--- src/rtl/link_pkg.sv ---
package link_pkg;

    // Single-cycle strobes marking bus clock transitions in the system domain
    typedef struct packed {
        logic rise;
        logic fall;
    } bus_edges_t;

    typedef enum logic [1:0] {
        TX_IDLE,
        TX_ARMED,
        TX_SEND,
        TX_GUARD
    } tx_state_e;

    typedef enum logic [2:0] {
        RX_HUNT,
        RX_CAP,
        RX_STOP,
        RX_CHECK,
        RX_GUARD
    } rx_state_e;

    // Line levels when no frame is on the wire
    localparam logic IDLE_POS = 1'b1;
    localparam logic IDLE_NEG = 1'b0;

endpackage

--- src/rtl/link_sync.sv ---
module link_sync #(
    parameter int   STAGES  = 2,
    parameter logic RST_VAL = 1'b0
) (
    input  logic clk,
    input  logic rst,
    input  logic d,
    output logic q
);
    logic [STAGES-1:0] chain;

    always_ff @(posedge clk) begin
        if (rst) chain <= {STAGES{RST_VAL}};
        else     chain <= {chain[STAGES-2:0], d};
    end

    assign q = chain[STAGES-1];
endmodule

--- src/rtl/link_clkgen.sv ---
module link_clkgen
    import link_pkg::*;
#(
    parameter int HALF_CYC = 500
) (
    input  logic       clk,
    input  logic       rst,
    input  logic       stall,
    output logic       bus_clk,
    output bus_edges_t edges
);
    localparam int              CW   = (HALF_CYC > 1) ? $clog2(HALF_CYC) : 1;
    localparam logic [CW-1:0]   LAST = CW'(HALF_CYC - 1);

    logic [CW-1:0] cnt;

    always_ff @(posedge clk) begin
        if (rst) begin
            cnt     <= '0;
            bus_clk <= 1'b0;
            edges   <= '0;
        end else begin
            edges <= '0;
            if (cnt == LAST) begin
                if (bus_clk) begin
                    bus_clk    <= 1'b0;
                    edges.fall <= 1'b1;
                    cnt        <= '0;
                end else if (!stall) begin
                    bus_clk    <= 1'b1;
                    edges.rise <= 1'b1;
                    cnt        <= '0;
                end
                // stalled while low: hold count so the rise comes at once on release
            end else begin
                cnt <= cnt + 1'b1;
            end
        end
    end

    // a held-low clock stays low while stall is asserted
    a_r6_stall_holds_low: assert property (@(posedge clk) disable iff (rst)
        (stall && !bus_clk) |=> !bus_clk);
endmodule

--- src/rtl/link_tx.sv ---
module link_tx
    import link_pkg::*;
#(
    parameter int DATA_W  = 10,
    parameter int GUARD_N = 4
) (
    input  logic              clk,
    input  logic              rst,
    input  bus_edges_t        edges,
    input  logic [DATA_W-1:0] data_in,
    input  logic              load,
    output logic              ready,
    output logic              tx_pos,
    output logic              tx_neg
);
    localparam int FRAME_N = DATA_W + 2;            // start + data + parity
    localparam int CW      = $clog2(FRAME_N + 1);
    localparam int GW      = $clog2(GUARD_N + 1);

    tx_state_e          state;
    logic [FRAME_N-1:0] frame;
    logic [CW-1:0]      bit_idx;
    logic [GW-1:0]      guard_cnt;

    assign ready = (state == TX_IDLE);

    always_ff @(posedge clk) begin
        if (rst) begin
            state     <= TX_IDLE;
            frame     <= '0;
            bit_idx   <= '0;
            guard_cnt <= '0;
            tx_pos    <= IDLE_POS;
            tx_neg    <= IDLE_NEG;
        end else begin
            case (state)
                TX_IDLE: begin
                    if (load) begin
                        frame <= {~^data_in, data_in, 1'b0};
                        state <= TX_ARMED;
                    end
                end
                TX_ARMED: begin
                    if (edges.rise) begin
                        tx_pos  <= frame[0];
                        tx_neg  <= ~frame[0];
                        bit_idx <= CW'(1);
                        state   <= TX_SEND;
                    end
                end
                TX_SEND: begin
                    if (edges.rise) begin
                        if (bit_idx == CW'(FRAME_N)) begin
                            tx_pos    <= IDLE_POS;
                            tx_neg    <= IDLE_NEG;
                            guard_cnt <= '0;
                            state     <= TX_GUARD;
                        end else begin
                            tx_pos  <= frame[bit_idx];
                            tx_neg  <= ~frame[bit_idx];
                            bit_idx <= bit_idx + 1'b1;
                        end
                    end
                end
                TX_GUARD: begin
                    if (edges.rise) begin
                        if (guard_cnt == GW'(GUARD_N - 1)) state <= TX_IDLE;
                        else guard_cnt <= guard_cnt + 1'b1;
                    end
                end
                default: state <= TX_IDLE;
            endcase
        end
    end

    // the two wires always carry opposite levels
    a_r3_lines_complement: assert property (@(posedge clk) disable iff (rst)
        tx_neg == ~tx_pos);

    // the true wire moves only right after a bus clock rise
    a_r4_move_on_rise: assert property (@(posedge clk) disable iff (rst)
        !$stable(tx_pos) |-> $past(edges.rise));

    // an idle transmitter holds the idle level
    a_r11_idle_when_ready: assert property (@(posedge clk) disable iff (rst)
        ready |-> (tx_pos && !tx_neg));
endmodule

--- src/rtl/link_rx.sv ---
module link_rx
    import link_pkg::*;
#(
    parameter int DATA_W  = 10,
    parameter int GUARD_N = 4
) (
    input  logic              clk,
    input  logic              rst,
    input  bus_edges_t        edges,
    input  logic              line_pos,
    input  logic              line_neg,
    output logic [DATA_W-1:0] data_out,
    output logic              valid,
    output logic              error
);
    localparam int CAP_N = DATA_W + 1;              // data + parity
    localparam int CW    = $clog2(CAP_N);
    localparam int GW    = $clog2(GUARD_N + 1);

    rx_state_e        state;
    logic [CAP_N-1:0] cap_p;
    logic [CAP_N-1:0] cap_n;
    logic [CW-1:0]    bit_idx;
    logic [GW-1:0]    guard_cnt;
    logic             stop_ok;
    logic             frame_ok;

    assign frame_ok = (cap_p == ~cap_n) && (^cap_p) && stop_ok;

    always_ff @(posedge clk) begin
        if (rst) begin
            state     <= RX_HUNT;
            cap_p     <= '0;
            cap_n     <= '0;
            bit_idx   <= '0;
            guard_cnt <= '0;
            stop_ok   <= 1'b0;
            data_out  <= '0;
            valid     <= 1'b0;
            error     <= 1'b0;
        end else begin
            case (state)
                RX_HUNT: begin
                    if (edges.fall && !line_pos) begin
                        bit_idx <= '0;
                        state   <= RX_CAP;
                    end
                end
                RX_CAP: begin
                    if (edges.fall) begin
                        cap_p <= {line_pos, cap_p[CAP_N-1:1]};
                        cap_n <= {line_neg, cap_n[CAP_N-1:1]};
                        if (bit_idx == CW'(CAP_N - 1)) state <= RX_STOP;
                        else bit_idx <= bit_idx + 1'b1;
                    end
                end
                RX_STOP: begin
                    if (edges.fall) begin
                        stop_ok <= line_pos;
                        state   <= RX_CHECK;
                    end
                end
                RX_CHECK: begin
                    if (frame_ok) begin
                        data_out <= cap_p[DATA_W-1:0];
                        valid    <= 1'b1;
                        error    <= 1'b0;
                    end else begin
                        valid    <= 1'b0;
                        error    <= 1'b1;
                    end
                    guard_cnt <= '0;
                    state     <= RX_GUARD;
                end
                RX_GUARD: begin
                    if (edges.fall) begin
                        if (guard_cnt == GW'(GUARD_N - 1)) state <= RX_HUNT;
                        else guard_cnt <= guard_cnt + 1'b1;
                    end
                end
                default: state <= RX_HUNT;
            endcase
        end
    end

    // results move only out of the evaluation state
    a_r12_update_in_check: assert property (@(posedge clk) disable iff (rst)
        (state != RX_CHECK) |=> ($stable(data_out) && $stable(valid) && $stable(error)));

    // accept and reject flags are exclusive
    a_r8_flags_exclusive: assert property (@(posedge clk) disable iff (rst)
        !(valid && error));
endmodule

--- src/rtl/dual_rail_link.sv ---
module dual_rail_link
    import link_pkg::*;
#(
    parameter int DATA_W   = 10,
    parameter int GUARD_N  = 4,
    parameter int HALF_CYC = 500,   // 100 kHz bus clock from a 100 MHz system clock
    parameter int SYNC_N   = 2
) (
    input  logic              clk,
    input  logic              rst,
    input  logic              stall,
    input  logic [DATA_W-1:0] data_in,
    input  logic              load,
    output logic              ready,
    output logic              bus_clk,
    output logic              bus_pos,
    output logic              bus_neg,
    input  logic              rx_pos,
    input  logic              rx_neg,
    output logic [DATA_W-1:0] data_out,
    output logic              valid,
    output logic              error
);
    bus_edges_t edges;
    logic       pos_s;
    logic       neg_s;

    link_clkgen #(.HALF_CYC(HALF_CYC)) u_clkgen (
        .clk     (clk),
        .rst     (rst),
        .stall   (stall),
        .bus_clk (bus_clk),
        .edges   (edges)
    );

    link_tx #(.DATA_W(DATA_W), .GUARD_N(GUARD_N)) u_tx (
        .clk     (clk),
        .rst     (rst),
        .edges   (edges),
        .data_in (data_in),
        .load    (load),
        .ready   (ready),
        .tx_pos  (bus_pos),
        .tx_neg  (bus_neg)
    );

    link_sync #(.STAGES(SYNC_N), .RST_VAL(IDLE_POS)) u_sync_pos (
        .clk (clk),
        .rst (rst),
        .d   (rx_pos),
        .q   (pos_s)
    );

    link_sync #(.STAGES(SYNC_N), .RST_VAL(IDLE_NEG)) u_sync_neg (
        .clk (clk),
        .rst (rst),
        .d   (rx_neg),
        .q   (neg_s)
    );

    link_rx #(.DATA_W(DATA_W), .GUARD_N(GUARD_N)) u_rx (
        .clk      (clk),
        .rst      (rst),
        .edges    (edges),
        .line_pos (pos_s),
        .line_neg (neg_s),
        .data_out (data_out),
        .valid    (valid),
        .error    (error)
    );
endmodule

--- config.mk ---
export PLATFORM = sky130hd
export DESIGN_NAME = dual_rail_link
export DESIGN_NICKNAME = d
export VERILOG_FILES = /design/src/rtl/link_pkg.sv /design/src/rtl/link_sync.sv /design/src/rtl/link_clkgen.sv /design/src/rtl/link_tx.sv /design/src/rtl/link_rx.sv /design/src/rtl/dual_rail_link.sv
export SDC_FILE = /design/constraint.sdc
export NUM_CORES = 1
export LEC_CHECK = 0
export BUFFER_PORTS_ARGS = -buffer_cell sky130_fd_sc_hd__buf_2
export CORE_UTILIZATION = 45
export CTS_CLUSTER_SIZE = 20
export DETAILED_ROUTE_END_ITERATION = 10
export PLACE_DENSITY = 0.71
export SYNTH_ARGS = -nofsm -noshare
export SYNTH_HDL_FRONTEND = slang
export SYNTH_HIERARCHICAL = 1
export SYNTH_SLANG_ARGS = --single-unit
--- constraint.sdc ---
create_clock -name clk -period 1.8 [get_ports clk]
set_input_delay 0.18 -clock clk [delete_from_list [all_inputs] [get_ports clk]]
set_output_delay 0.18 -clock clk [all_outputs]
set_load 0.05 [all_outputs]
==> flow_metrics.py <==
metrics = {
    "outcome": {
        "status": "finished, final reports clean",
    },
    "timing": {
        "setup_viol": 0,
        "max_freq_ghz": 0.5784,
        "slew_violations": 0,
        "fin_skew_ns": 0.01111,
        "finalCritPeriodShare": 0.9606,
        "worst_slew_pin_slew_ns": 0.5440,
        "hold_ws_ns": 0.02609,
        "worst_slack_ns": 0.07099,
        "min_period_ns": 1.729,
        "slew_headroom": 0.6369,
        "hold_violations": 0,
    },
    "synth": {
        "synthCells": 459,
        "synth-edff-count": 0,
        "ys_warn_count": 6,
        "avgSynthCellArea_um2": 8.578,
        "synth_seq_cells": 83,
        "synthesis.nets": 489,
        "ys_types": 64,
        "synth.cell_area_um2": 3938,
        "ys_seq_area_frac": 0.4220,
        "async_flop_share": 0,
        "synth_ff_type": "dfxtp_1",
    },
    "floorplanning": {
        "die_width_um": 95.54,
        "rows": 33,
        "design.die.area_um2": 9128,
        "die_h_um": 95.54,
        "core_area_um2": 8341,
        "initial_core_util": 0.4721,
        "ios": 32,
    },
    "setup_path": {
        "critPathCapture": "u_rx/data_out[3]",
        "critPathLaunch": "u_rx/cap_p[1]",
        "r2r_slack_ns": 0.07,
        "cp-end-kind": "flip-flop",
        "worstReg2RegStart": "u_rx/cap_p[1]",
        "crit_arrival_ns": 1.97,
        "cp_slowest_stage_delay_ns": 0.63,
        "worst_ep_required_time_ns": 2.04,
        "startpoint_type": "flip-flop",
        "path_class": "flip-flop to flip-flop",
        "worstRegToRegCells": 5,
        "path_cells": "xor2_1 -> nand3_2 -> or4_4 -> o21ai_2 -> a21oi_1",
        "r2r-end": "u_rx/data_out[3]",
        "cp_slowest_cell": "or4_4",
        "worstPathMaxFanout": 5,
    },
    "power": {
        "seqPwrFrac": 0.484,
        "net-switching-power_w": 0.001055,
        "power_w": 0.004050,
        "powerDensity_nw_per_um2": 872.2,
        "swShare": 0.2605,
        "p_clk_frac": 0.366,
        "combPwrFrac": 0.150,
        "p_int_w": 0.002995,
        "leakage_nw": 1.847,
        "peakVddDrop_mv": 0.9343,
    },
    "detailed_routing": {
        "drt_iter0_drc": 125,
        "routed_wl_mm": 8.036,
        "wl_per_cell_um": 13.09,
        "drc": 0,
        "viasPerCell": 5.383,
        "vias": 3305,
        "dr.pass1.iters": 4,
        "drtAntennaViolNets": 0,
    },
    "layout": {
        "areaGrowthSynthToFinish_pct": 17.92,
        "regArea_um2": 1675,
        "drive_above_1_share": 0.2083,
        "multiInputGateArea_um2": 2222,
        "fill_cells": 770,
        "finalNonFillerCells": 614,
        "diodes": 0,
        "nNetsFinal": 534,
    },
    "global_routing": {
        "antenna_found_initial": 0,
        "grt_pass1_wl_mm": 13.30,
        "grt_max_degree": 51,
        "grt-ovfl-total": 0,
        "grtUsageTotal": 0.1854,
        "grt_pass1_vias": 3061,
    },
    "cts": {
        "clk_pin_slew_worst_paths_ns": 0.08,
        "clk_latency_ns": 0.35,
        "htree_levels": 3,
        "cts_inserted_buffers": 9,
        "root_buffer": "clkbuf_8",
        "cts_tree": "done",
        "clockBufferDepth": 2,
        "cts.sinks": 83,
    },
    "placed_design": {
        "dp_cells": 595,
        "dpl.hpwl_mm": 5.525,
        "portBuffers": 31,
        "gp_congestion": 0.7902,
        "place_ws_ns": -0.04478,
    },
    "hold_path": {
        "min_path_type": "primary input to flip-flop",
    },
    "job": {
        "maxCapViolations": 0,
    },
}
[cells in the mapped netlist (2+ instances only)]
cell type  count  area, um^2
or4_1          2       15.01
o21ai_0       12       60.06
nor3_1         7       35.03
o21ai_1       10       50.05
a211oi_2       2       25.02
a21o_1         3       22.52
nand3_1       20       100.1
xnor3_1        2       45.04
buf_2          4       20.02
a21oi_1       62       310.3
dfxtp_1       83        1662
nand2_1       80       300.3
and3_1         2       12.51
or3_1          3       18.77
nand2b_1       3       18.77
xor2_1        15       131.4
xnor2_1       12       105.1
mux4_1         2       52.55
or2_1          2       12.51
ha_1          14       175.2
nand3b_1       6       45.04
mux2i_1        7       70.07
clkbuf_1      12       45.04
nor2_1        27       101.4
nand4_1        6       37.54
nor2b_1        5       31.28
nor4_1         3       18.77
clkbuf_2       2       10.01
inv_1         16       60.06
[what timing repair did]
item	in CTS	in global routing
setup buffers	0	1
hold buffers	1	0
pin swaps	0	12
setup endpoints to repair	10	16
gates cloned	0	2
hold endpoints to repair	1	0
gates resized for setup	1	23
[cell families after synthesis]
kind of cell	count (synthesis)	share of synthesized area
mux	10	0.03400
compound gates	107	0.1598
buf+inv	36	0.03813
fa+ha+maj	14	0.04449
flops	83	0.4220
simple gates	178	0.2189
xor+xnor	31	0.08262
[sequential cells by signal, indices dropped and copies added, names as in the netlist, 2 cells and up]
name and cells:
u_clkgen/cnt 9, u_clkgen/edges 2, u_rx/bit_idx 4, u_rx/cap_n 11, u_rx/cap_p 11, u_rx/data_out 10
u_rx/guard_cnt 3, u_rx/state 3, u_sync_neg/chain 2, u_sync_pos/chain 2, u_tx/bit_idx 4, u_tx/frame 11
u_tx/guard_cnt 3, u_tx/state 2
[area by class of cell]
class                           instances  area share
Clock inverter                          5     0.01617
Sequential cell                        83      0.3608
Clock buffer                           11     0.03261
Inverter                               16     0.01293
Multi-Input combinational cell        342      0.4786
Tap cell                              105     0.02829
Timing Repair Buffer                   52     0.07060
[metal layers]
metal	global-route usage	vias to the layer above	share of wire
met5	0	-	0
met2	0.3262	53	0.49
met1	0.2204	1559	0.47
met4	0.05970	0	0.0098
li1	-	1686	-
met3	0.04545	7	0.030
[stage by stage]
step	utilization	setup TNS (ns)	area, um^2
after floorplan	-	0	3938
after global placement	0.5152	0	4297
after detailed placement	0.5152	-0.2435	4297
after CTS	0.5440	0	4537
after global routing	0.5567	-0.1086	4643
final	0.5567	0	4643
[power by group through the flow]
stage	Clock [W]	Combinational [W]	Sequential, W
floorplan	0	0.000473	0.00199
global placement	0	0.000582	0.00200
detailed placement	0	0.000598	0.00200
CTS	0.00154	0.000603	0.00196
global route	0.00160	0.000678	0.00197
finish	0.00148	0.000606	0.00196
[worst max-delay path, delay by kind of cell (launching register included)]
family	cells	cell delay [ns]
flops	1	0.39
xor+xnor	1	0.19
compound gates	2	0.25
simple gates	2	0.78
[cells in the final DEF, fill, tap and decap left out, types with 6 or more instances in the layout]
master	instances
o21ai_0	12
buf_4	19
inv_1	16
ha_1	13
clkbuf_8	11
nand4_1	6
nand3b_1	6
xnor2_1	10
nor3_1	6
dfxtp_1	74
mux2i_1	7
nand3_1	19
nor2_1	27
dfxtp_2	8
a21oi_1	62
buf_2	31
xor2_1	15
nand2_1	80
[worst min path at each step]
stage           start                  end  slack, ns  cells past startpoint
3_5_place_dp   rx_pos  u_sync_pos/chain[0]       0.37                      2
5_1_grt         stall    u_clkgen/edges[1]       0.02                      2
2_1_floorplan     rst     u_clkgen/bus_clk       0.25                      1
4_1_cts         stall    u_clkgen/edges[1]      0.008                      2
6_report        stall    u_clkgen/edges[1]       0.03                      2
3_3_place_gp   rx_pos  u_sync_pos/chain[0]       0.37                      2
Note: power is estimated with default switching activity, not from simulation.
